`src/rtl/pwi_pkg.sv`:
```
package pwi_pkg;

  typedef enum logic [2:0] {
    ST_IDLE,
    ST_SSU,   // start setup: both released
    ST_SHD,   // start hold: SDA low, SCL released
    ST_BLO,   // bit, SCL low
    ST_BHI,   // bit, SCL released
    ST_PLO,   // stop lead-in: both low
    ST_PSU,   // stop setup: SDA low, SCL released
    ST_PHD    // bus free: both released
  } pwi_state_e;

  localparam logic [1:0] REG_CMD  = 2'd0;
  localparam logic [1:0] REG_CLK  = 2'd1;
  localparam logic [1:0] REG_MODE = 2'd2;
  localparam logic [1:0] REG_STAT = 2'd3;

  localparam int GO_BIT = 24;
  localparam logic [6:0] MODE_KEEP = 7'h5F;

endpackage

```
`src/rtl/pwi_timer.sv`:
```
module pwi_timer #(
  parameter int TW = 12
) (
  input  logic          clk,
  input  logic          rst_n,
  input  logic          restart_i,
  input  logic [TW-1:0] dur_i,
  output logic [TW-1:0] cnt_o,
  output logic          last_o
);

  always_ff @(posedge clk or negedge rst_n) begin
    if (!rst_n)         cnt_o <= '0;
    else if (restart_i) cnt_o <= '0;
    else                cnt_o <= cnt_o + 1'b1;
  end

  // >= guards against a count shrunk by software mid-phase
  assign last_o = (cnt_o >= dur_i - 1'b1);

  p_count_step_r4: assert property (@(posedge clk) disable iff (!rst_n)
    !restart_i |=> cnt_o == $past(cnt_o) + 1'b1);

endmodule

```
`src/rtl/pwi_regs.sv`:
```
module pwi_regs
  import pwi_pkg::*;
#(
  parameter int CNT_W = 8
) (
  input  logic             clk,
  input  logic             rst_n,
  input  logic             we_i,
  input  logic [1:0]       addr_i,
  input  logic [31:0]      wdata_i,
  output logic [31:0]      rdata_o,
  input  logic             busy_i,
  input  logic             err_set_i,
  output logic             start_o,
  output logic [6:0]       dev_o,
  output logic [7:0]       reg_o,
  output logic [7:0]       dat_o,
  output logic [CNT_W-1:0] hi_o,
  output logic [CNT_W-1:0] lo_o
);

  logic [6:0] mode_q;
  logic       err_q;
  logic       cmd_wr, clk_wr, mode_wr, stat_wr;
  logic       unused_hi;

  assign cmd_wr  = we_i && (addr_i == REG_CMD);
  assign clk_wr  = we_i && (addr_i == REG_CLK);
  assign mode_wr = we_i && (addr_i == REG_MODE);
  assign stat_wr = we_i && (addr_i == REG_STAT);
  assign start_o = cmd_wr && wdata_i[GO_BIT] && !busy_i;
  assign unused_hi = ^wdata_i[31:25];

  always_ff @(posedge clk or negedge rst_n) begin
    if (!rst_n) begin
      dev_o  <= '0;
      reg_o  <= '0;
      dat_o  <= '0;
      hi_o   <= '0;
      lo_o   <= '0;
      mode_q <= '0;
      err_q  <= 1'b0;
    end else begin
      if (cmd_wr && !busy_i) begin
        dev_o <= wdata_i[6:0];
        reg_o <= wdata_i[15:8];
        dat_o <= wdata_i[23:16];
      end
      if (clk_wr) begin
        hi_o <= wdata_i[CNT_W-1:0];
        lo_o <= wdata_i[2*CNT_W-1:CNT_W];
      end
      if (mode_wr) mode_q <= wdata_i[6:0] & MODE_KEEP;
      if (err_set_i)                err_q <= 1'b1;
      else if (stat_wr && wdata_i[0]) err_q <= 1'b0;
    end
  end

  always_comb begin
    rdata_o = '0;
    case (addr_i)
      REG_CMD: begin
        rdata_o[6:0]   = dev_o;
        rdata_o[15:8]  = reg_o;
        rdata_o[23:16] = dat_o;
        rdata_o[GO_BIT] = busy_i;
      end
      REG_CLK: begin
        rdata_o[CNT_W-1:0]       = hi_o;
        rdata_o[2*CNT_W-1:CNT_W] = lo_o;
      end
      REG_MODE: rdata_o[6:0] = mode_q;
      default:  rdata_o[0]   = err_q;
    endcase
  end

  p_cmd_hold_r10: assert property (@(posedge clk) disable iff (!rst_n)
    busy_i && cmd_wr |=> $stable(dev_o) && $stable(reg_o) && $stable(dat_o));

  p_err_sticky_r12: assert property (@(posedge clk) disable iff (!rst_n)
    err_q && !(stat_wr && wdata_i[0]) |=> err_q);

endmodule

```
`src/rtl/pwi_seq.sv`:
```
module pwi_seq
  import pwi_pkg::*;
#(
  parameter int CNT_W  = 8,
  parameter int HI_PAD = 5,
  parameter int LO_PAD = 7
) (
  input  logic             clk,
  input  logic             rst_n,
  input  logic             start_i,
  input  logic [6:0]       dev_i,
  input  logic [7:0]       reg_i,
  input  logic [7:0]       dat_i,
  input  logic [CNT_W-1:0] hi_i,
  input  logic [CNT_W-1:0] lo_i,
  input  logic             sda_i,
  output logic             busy_o,
  output logic             err_set_o,
  output logic             scl_low_o,
  output logic             sda_low_o
);

  localparam int TW = CNT_W + 4;

  pwi_state_e    state;
  logic [1:0]    byte_idx;
  logic [3:0]    bit_idx;
  logic          nack_q;
  logic [7:0]    cur_byte;
  logic [TW-1:0] th, tl, dur, cnt, mid;
  logic          last, ack_slot, sample_now;

  assign th  = TW'(hi_i) + TW'(HI_PAD);
  assign tl  = TW'(lo_i) + TW'(LO_PAD);
  assign mid = th >> 1;
  assign dur = (state == ST_BLO || state == ST_PLO) ? tl : th;

  pwi_timer #(.TW(TW)) u_timer (
    .clk       (clk),
    .rst_n     (rst_n),
    .restart_i (state == ST_IDLE || last),
    .dur_i     (dur),
    .cnt_o     (cnt),
    .last_o    (last)
  );

  assign ack_slot   = (bit_idx == 4'd8);
  assign sample_now = (state == ST_BHI) && ack_slot && (cnt == mid);

  always_comb begin
    case (byte_idx)
      2'd0:    cur_byte = {dev_i, 1'b0};
      2'd1:    cur_byte = reg_i;
      default: cur_byte = dat_i;
    endcase
  end

  always_ff @(posedge clk or negedge rst_n) begin
    if (!rst_n) begin
      state    <= ST_IDLE;
      byte_idx <= '0;
      bit_idx  <= '0;
      nack_q   <= 1'b0;
    end else begin
      if (sample_now && sda_i) nack_q <= 1'b1;
      case (state)
        ST_IDLE: if (start_i) begin
          state    <= ST_SSU;
          byte_idx <= '0;
          bit_idx  <= '0;
          nack_q   <= 1'b0;
        end
        ST_SSU: if (last) state <= ST_SHD;
        ST_SHD: if (last) state <= ST_BLO;
        ST_BLO: if (last) state <= ST_BHI;
        ST_BHI: if (last) begin
          if (!ack_slot) begin
            bit_idx <= bit_idx + 1'b1;
            state   <= ST_BLO;
          end else if (nack_q || byte_idx == 2'd2) begin
            state <= ST_PLO;
          end else begin
            byte_idx <= byte_idx + 1'b1;
            bit_idx  <= '0;
            state    <= ST_BLO;
          end
        end
        ST_PLO: if (last) state <= ST_PSU;
        ST_PSU: if (last) state <= ST_PHD;
        default: if (last) state <= ST_IDLE;
      endcase
    end
  end

  assign busy_o    = (state != ST_IDLE);
  assign err_set_o = (state == ST_PHD) && last && nack_q;
  assign scl_low_o = (state == ST_BLO) || (state == ST_PLO);

  always_comb begin
    case (state)
      ST_SHD, ST_PLO, ST_PSU: sda_low_o = 1'b1;
      ST_BLO, ST_BHI:         sda_low_o = !ack_slot && !cur_byte[3'd7 - bit_idx[2:0]];
      default:                sda_low_o = 1'b0;
    endcase
  end

  p_sda_steady_r6: assert property (@(posedge clk) disable iff (!rst_n)
    state == ST_BHI && cnt != '0 |-> $stable(sda_low_o));

  p_idx_range_r5: assert property (@(posedge clk) disable iff (!rst_n)
    bit_idx <= 4'd8 && byte_idx <= 2'd2);

  p_nack_stop_r8: assert property (@(posedge clk) disable iff (!rst_n)
    state == ST_BHI && ack_slot && nack_q && last |=> state == ST_PLO);

endmodule

```
`src/rtl/pwr_i2c_wr.sv`:
```
module pwr_i2c_wr #(
  parameter int CNT_W  = 8,
  parameter int HI_PAD = 5,
  parameter int LO_PAD = 7
) (
  input  logic        clk,
  input  logic        rst_n,
  input  logic        cfg_we,
  input  logic [1:0]  cfg_addr,
  input  logic [31:0] cfg_wdata,
  output logic [31:0] cfg_rdata,
  output logic        scl_drive_low,
  output logic        sda_drive_low,
  input  logic        sda_in
);

  logic             busy, err_set, start;
  logic [6:0]       dev;
  logic [7:0]       rga, dat;
  logic [CNT_W-1:0] hi, lo;

  pwi_regs #(.CNT_W(CNT_W)) u_regs (
    .clk       (clk),
    .rst_n     (rst_n),
    .we_i      (cfg_we),
    .addr_i    (cfg_addr),
    .wdata_i   (cfg_wdata),
    .rdata_o   (cfg_rdata),
    .busy_i    (busy),
    .err_set_i (err_set),
    .start_o   (start),
    .dev_o     (dev),
    .reg_o     (rga),
    .dat_o     (dat),
    .hi_o      (hi),
    .lo_o      (lo)
  );

  pwi_seq #(.CNT_W(CNT_W), .HI_PAD(HI_PAD), .LO_PAD(LO_PAD)) u_seq (
    .clk       (clk),
    .rst_n     (rst_n),
    .start_i   (start),
    .dev_i     (dev),
    .reg_i     (rga),
    .dat_i     (dat),
    .hi_i      (hi),
    .lo_i      (lo),
    .sda_i     (sda_in),
    .busy_o    (busy),
    .err_set_o (err_set),
    .scl_low_o (scl_drive_low),
    .sda_low_o (sda_drive_low)
  );

  p_idle_release_r9: assert property (@(posedge clk) disable iff (!rst_n)
    !busy |-> !scl_drive_low && !sda_drive_low);

endmodule

```
`config.mk`:
```
export PLATFORM = sky130hd
export DESIGN_NAME = pwr_i2c_wr
export DESIGN_NICKNAME = d
export VERILOG_FILES = /design/src/rtl/pwi_pkg.sv /design/src/rtl/pwi_timer.sv /design/src/rtl/pwi_regs.sv /design/src/rtl/pwi_seq.sv /design/src/rtl/pwr_i2c_wr.sv
export SDC_FILE = /design/constraint.sdc
export NUM_CORES = 1
export LEC_CHECK = 0
export BUFFER_PORTS_ARGS = -buffer_cell sky130_fd_sc_hd__buf_2
export CAP_MARGIN = 10
export CELL_PAD_IN_SITES_DETAIL_PLACEMENT = 1
export CELL_PAD_IN_SITES_GLOBAL_PLACEMENT = 1
export CORE_MARGIN = 2
export CORE_UTILIZATION = 48
export CTS_CLUSTER_SIZE = 16
export DETAILED_ROUTE_END_ITERATION = 16
export PLACE_DENSITY_LB_ADDON = 0.1
export SETUP_SLACK_MARGIN = 0.3
export SYNTH_ARGS = -nofsm -noshare
export SYNTH_HDL_FRONTEND = slang
export SYNTH_SLANG_ARGS = --single-unit
```
`constraint.sdc`:
```
create_clock -name clk -period 8.9 [get_ports clk]
set_input_delay 0.89 -clock clk [delete_from_list [all_inputs] [get_ports clk]]
set_output_delay 0.89 -clock clk [all_outputs]
set_load 0.03 [all_outputs]
```
* Word level (Yosys, flattened, before mapping) *
Index checks and enable logic that the tools add are counted.

word-level totals
  register bits after elaboration = 68
  bits of input ports = 38
  logic and storage cells = 114

operators by class
  add/sub/neg operators = 7
  $lt $le $gt $ge = 2
  eq/ne operators = 24
  multiplexer cells = 37
  reductions and logical operators = 32

operators by type and width
  operator                                                               count
  8-bit case mux with 2 select lines                                     2
  3-bit two-way mux                                                      10
  12-bit two-way mux                                                     2
  3-bit case mux with 7 select lines                                     1
  8-bit by 3-bit adder with 9-bit output (second input constant)         2
  6-bit case mux with 3 select lines                                     1
  4-bit two-way mux                                                      4
  1-bit logical AND                                                      14
  2-bit by 1-bit != test with 1-bit output (second input constant)       7
  12-bit by 1-bit adder with 12-bit output (second input constant)       1
  12-bit by 11-bit == test with 1-bit output                             1
  3-bit == test (second input constant)                                  4
  12-bit >= comparator                                                   1
  12-bit by 1-bit subtractor with 12-bit output (second input constant)  1
  9-bit two-way mux                                                      1
  2-bit two-way mux                                                      4
  4-bit case mux with 2 select lines                                     1
  8-bit AND reduction                                                    1
  1-bit two-way mux                                                      7
  2-bit == test (second input constant)                                  3
  3-bit by 2-bit == test with 1-bit output (second input constant)       2
  2-bit nonzero test                                                     3
  5-bit AND reduction                                                    1
  4-bit by 1-bit adder with 4-bit output (second input constant)         1
  20 further kinds                                                       27

* Longest topological paths before layout *
  depth after elaboration = 8
  depth in mapped cells = 17
  mapped depth without buffers = 15

* By module *
Synthesis repeated with hierarchy kept, for this count alone.

second synthesis, totals
  cell total of the unflattened synthesis = 443
  area total of the unflattened synthesis = 4426.7 µm²

by module, submodules not included
  module     instances  cells each  area each (µm²)  seq. area each (µm²)
  pwi_regs   1          153         2140.8           1151.1
  pwi_seq    1          181         1287.5           250.2
  pwi_timer  1          109         998.5            300.3

* Worst setup path after synthesis *
Ideal clock, no wire load.

  path kind = reg2reg
  start point = reg u_seq.state[1]
  end point = reg u_seq.state[0]
  setup time = 0.125 ns
  arrival time = 3.354 ns
  setup slack = 5.422 ns
  stages on the path, launching flop included = 15
  path buffers = 0
  path through = dfrtp_1 xor2_1 nand2_2 inv_2 or4b_4 a21boi_2 and2b_1 xnor2_1 ha_1 a21oi_1 o21ai_0 a221oi_1 nand2_1 or2_1 mux2_2

between the ends
  word-level cells in the longest chain between the ends = 7
  elaborated cells between the ends (all ways) = 24

RTL lines
  what                                                                                             RTL line          RTL
  start, declared                                                                                  pwi_seq.sv:25     pwi_state_e state;
  start signal, assigned                                                                           pwi_seq.sv:60     state <= ST_IDLE;
  start signal, assigned                                                                           pwi_seq.sv:68     state <= ST_SSU;
  start signal, assigned                                                                           pwi_seq.sv:73     ST_SSU: if (last) state <= ST_SHD;
  3-bit by 2-bit == test with 1-bit output or 3-bit == test (tied branches)                        n/a
  1-bit logical OR *                                                                               n/a
  via scl_drive_low                                                                                pwr_i2c_wr.sv:12  output logic scl_drive_low,
  12-bit two-way mux *                                                                             pwi_seq.sv:36     assign dur = (state == ST_BLO || state == ST_PLO) ? tl : th;
  12-bit by 1-bit subtractor with 12-bit output *                                                  pwi_timer.sv:19   assign last_o = (cnt_o >= dur_i - 1'b1);
  12-bit >= comparator *                                                                           pwi_timer.sv:19
  2-bit by 1-bit != test with 1-bit output (no source line) or 2-bit nonzero test (tied branches)  n/a
  8-bit AND reduction (no source line) *                                                           n/a

Mark *: on every way through the listed nets, which the timed path passes. The rest lies on a longest branch.
A chain may end at the register's enable or synchronous reset.

* Worst setup path in the final report *
  start point = reg u_seq.state[1]
  end point = reg u_seq.state[0]

between the ends
  word-level cells in the longest chain between the ends = 7
  elaborated cells between the ends (all ways) = 24

RTL lines
  what                                                                                             RTL line
  3-bit by 2-bit == test with 1-bit output or 3-bit == test (tied branches)                        pwi_seq.sv:36, pwi_seq.sv:66
  1-bit logical OR                                                                                 pwi_seq.sv:36
  12-bit two-way mux                                                                               pwi_seq.sv:36
  12-bit by 1-bit subtractor with 12-bit output                                                    pwi_timer.sv:19
  12-bit >= comparator                                                                             pwi_timer.sv:19
  2-bit by 1-bit != test with 1-bit output (no source line) or 2-bit nonzero test (tied branches)  n/a
  8-bit AND reduction (no source line)                                                             n/a

Several ways; a longest one is shown, not always the timed one.

==> results.ini <==
[floorplan]
die_h_microns=100
pin_count=72
start_util_pct=48.9
die_x_microns=100
coreArea_sq_um=9110
rows=35
dieArea_sq_um=10100

[synthesis]
avgSynthCellArea_sq_um=9.86
synth_area_leader_cell=dfrtp_1
synth-main-ff-cell=dfrtp_1
ys_top_cells_by_area=dfrtp_1, mux2_2, ha_1, xnor2_1, mux2i_1
synthArstFlopShare_pct=100
seq_area_frac_synth_pct=38.2
netlist_area_sq_um=4460
ys_ff_latch=68
yosysWarnings=0
synth_top_area_share_pct=38.2
synth_edf_count=0
synth_cell_types=64
syn_inst=452

[global_routing]
overflow=0
grt_pass1_vias=3742
grtUsageTotal_pct=24.6
grt_max_degree=69
antenna_found_initial=0
grt_pass1_wl_mm=19.3

[route]
routed_wl_mm=11.7
routedWlPerCell_microns=19.1
routed_via_density=5.82
ant_nets=0
drt_pass1_iterations=6
drc=0
dr.first_iter.drc_count=76
vias=3572

[setup_path]
crit_path_top_delay_cell=dfrtp_1
endpoint_kind=flip-flop
cp.required_ns=9.14
path_cells=xor2_1 > nand2_2 > o21ai_0 > ha_1 > o21a_1 > a21boi_1 > xor2_1 > ha_1 > nand2_1 > o21ai_0 > a221oi_1 > nand2_1 > or2_1 > mux2_2
cp_max_fo=14
startpoint_type=flip-flop
crit_type=flip-flop to flip-flop
arrival_ns=4.75
cpPeakStageDelay_ns=0.68

[final_layout]
multi_input_area_sq_um=2580
area_growth_pct=11.9
instances_no_fill=614
design_area_sq_um=4990
fillCellCount=1057
n_antenna_cell=0
seq_area_sq_um=1700
drive_gt1_share_pct=26.2
layout.nets=557

[clocking]
insertion_delay_ns=0.35
ctsHtreeMaxLevel=3
cts-buffers-inserted=9
postCtsSetupBuffers=0
cts-resized-gates=0
hold_buffers=0
clkTransAtPathRegs_ns=0.08
cts_tree=done
clock_path_buffers=2
cts_num_sinks=68
root_buffer=clkbuf_8

[placed_design]
portBuffers=57
place_hpwl_mm=8.60
placed_cells=598
gp_congestion=0.822
placed_cell_area_sq_um=4770

[sta]
worst_pin_slew_ns=0.888
final_hold_viol_count=0
rsz0062_at_grt=no
period_minus_slack_ns=4.51
maxSlewHeadroom_pct=40.8
tns_ns=0
slew_violations=0
setup_viol=0
max_freq_mhz=222
clock-skew-final_ns=0.00904
final.period_utilization_pct=50.7

[power]
powerDensity_nw_per_um2=261
p_leak_nw=2.29
vdd_drop_max_mv=0.110

[worst_hold_path]
worstHoldPathType=flip-flop to flip-flop

[flow_run]
drv_cap=0

[status]
status=finished, final reports clean

Yosys cell counts (2+ instances only):
| cell | instances |
|---|---|
| mux2i_1 | 17 |
| mux2_2 | 46 |
| xnor2_1 | 20 |
| a22oi_1 | 3 |
| ha_1 | 21 |
| and3_1 | 5 |
| nor2b_1 | 3 |
| a21o_1 | 2 |
| o31ai_1 | 4 |
| buf_4 | 7 |
| or3_1 | 3 |
| dfrtp_1 | 68 |
| nor3b_1 | 4 |
| a21boi_1 | 2 |
| xor2_1 | 12 |
| mux4_2 | 2 |
| nand2_1 | 29 |
| clkbuf_1 | 16 |
| buf_2 | 7 |
| nor3_1 | 6 |
| a31oi_1 | 2 |
| nand4_1 | 12 |
| nand3_1 | 17 |
| a22o_1 | 6 |
| a211oi_1 | 4 |
| nor2_1 | 40 |
| a21oi_1 | 16 |
| inv_1 | 12 |
| a211o_1 | 2 |
| nand3b_1 | 4 |
| and2_1 | 11 |
| o21ai_0 | 16 |
| o311ai_1 | 2 |
logic make-up after synthesis:
family | Yosys count | synth area share [%]
mux | 65 | 16.5
flops | 68 | 38.2
xor+xnor | 32 | 6.29
fa+ha+maj | 21 | 5.90
buf+inv | 43 | 4.41
simple gates | 147 | 17.0
other cells | 1 | 0.0841
compound gates | 75 | 11.7
layout make-up:
class                           instances  area share [%]
Tap cell                              111            2.78
Multi-Input combinational cell        347            51.8
Sequential cell                        68            34.1
Clock inverter                          6            1.78
Inverter                               13           0.978
Clock buffer                           10            2.56
Timing Repair Buffer                   59            6.02
through the flow:
| stage | utilization (%) | setup slack [ns] | hold WS, ns | total power (W) |
|---|---|---|---|---|
| 3_3_place_gp | 52.4 | 4.51 | 0.488 | 0.000989 |
| 6_report | 54.8 | 4.39 | 0.503 | 0.00130 |
| 4_1_cts | 54.8 | 4.40 | 0.510 | 0.00131 |
| 2_1_floorplan | - | 5.42 | 0.444 | 0.000865 |
| 3_5_place_dp | 52.4 | 4.53 | 0.492 | 0.00102 |
| 5_1_grt | 54.8 | 4.12 | 0.539 | 0.00139 |
layer usage:
metal / wire (microns) / track usage, %
met5: 0 / 0
met4: 170 / 6.74
met3: 288 / 3.06
met2: 5780 / 41.3
met1: 5500 / 33.5
sequential cells by signal, summed over array words and instances, names as in the netlist:
register and flops:
u_regs.hi_o 8, u_regs.dat_o 8, u_seq.state 3, u_seq.nack_q 1
u_seq.u_timer.cnt_o 12, u_regs.err_q 1, u_regs.lo_o 8, u_regs.mode_q 6
u_seq.byte_idx 2, u_regs.reg_o 8, u_regs.dev_o 7, u_seq.bit_idx 4
worst max-delay path: cells and delay by family, from the launching register on:
family / cells / cell delay [ns]
simple gates: 4 / 1.01
flops: 1 / 0.68
mux: 1 / 0.33
compound gates: 5 / 1.39
fa+ha+maj: 2 / 0.53
xor+xnor: 2 / 0.44
worst paths after layout:
| check | start | slack (ns) | to | cells after the start |
|---|---|---|---|---|
| max | u_seq.state[1] | 4.39 | u_seq.state[0] | 14 |
| min | u_regs.err_q | 0.50 | u_regs.err_q | 2 |
| max reg2reg | u_seq.state[1] | 4.39 | u_seq.state[0] | 14 |
| min reg2reg | u_regs.err_q | 0.50 | u_regs.err_q | 2 |
| max in group asynchronous | rst_n | 7.58 | u_regs.hi_o[3] | 2 |
| min in group asynchronous | rst_n | 0.73 | u_seq.bit_idx[3] | 2 |
cell usage in the layout, fill, tap and decap left out, types with 5 or more instances in the layout:
cell type | synthesis | routed
a21oi_1 | 16 | 16
a22o_1 | 6 | 6
and2_1 | 11 | 11
and3_1 | 5 | 5
buf_2 | 7 | 57
clkbuf_8 | 0 | 9
conb_1 | 1 | 7
dfrtp_1 | 68 | 68
ha_1 | 21 | 21
inv_1 | 12 | 12
mux2_2 | 46 | 46
mux2i_1 | 17 | 17
nand2_1 | 29 | 29
nand3_1 | 17 | 17
nand4_1 | 12 | 12
nor2_1 | 40 | 40
nor3_1 | 6 | 6
o21ai_0 | 16 | 16
xnor2_1 | 20 | 20
xor2_1 | 12 | 12
report_power, final:
part	internal, W	total, W	switching [W]
Sequential	0.000395	0.000506	0.000111
Clock	0.000158	0.000286	0.000129
Combinational	0.000223	0.000510	0.000287
No activity file was read; power rests on OpenSTA's default activity.
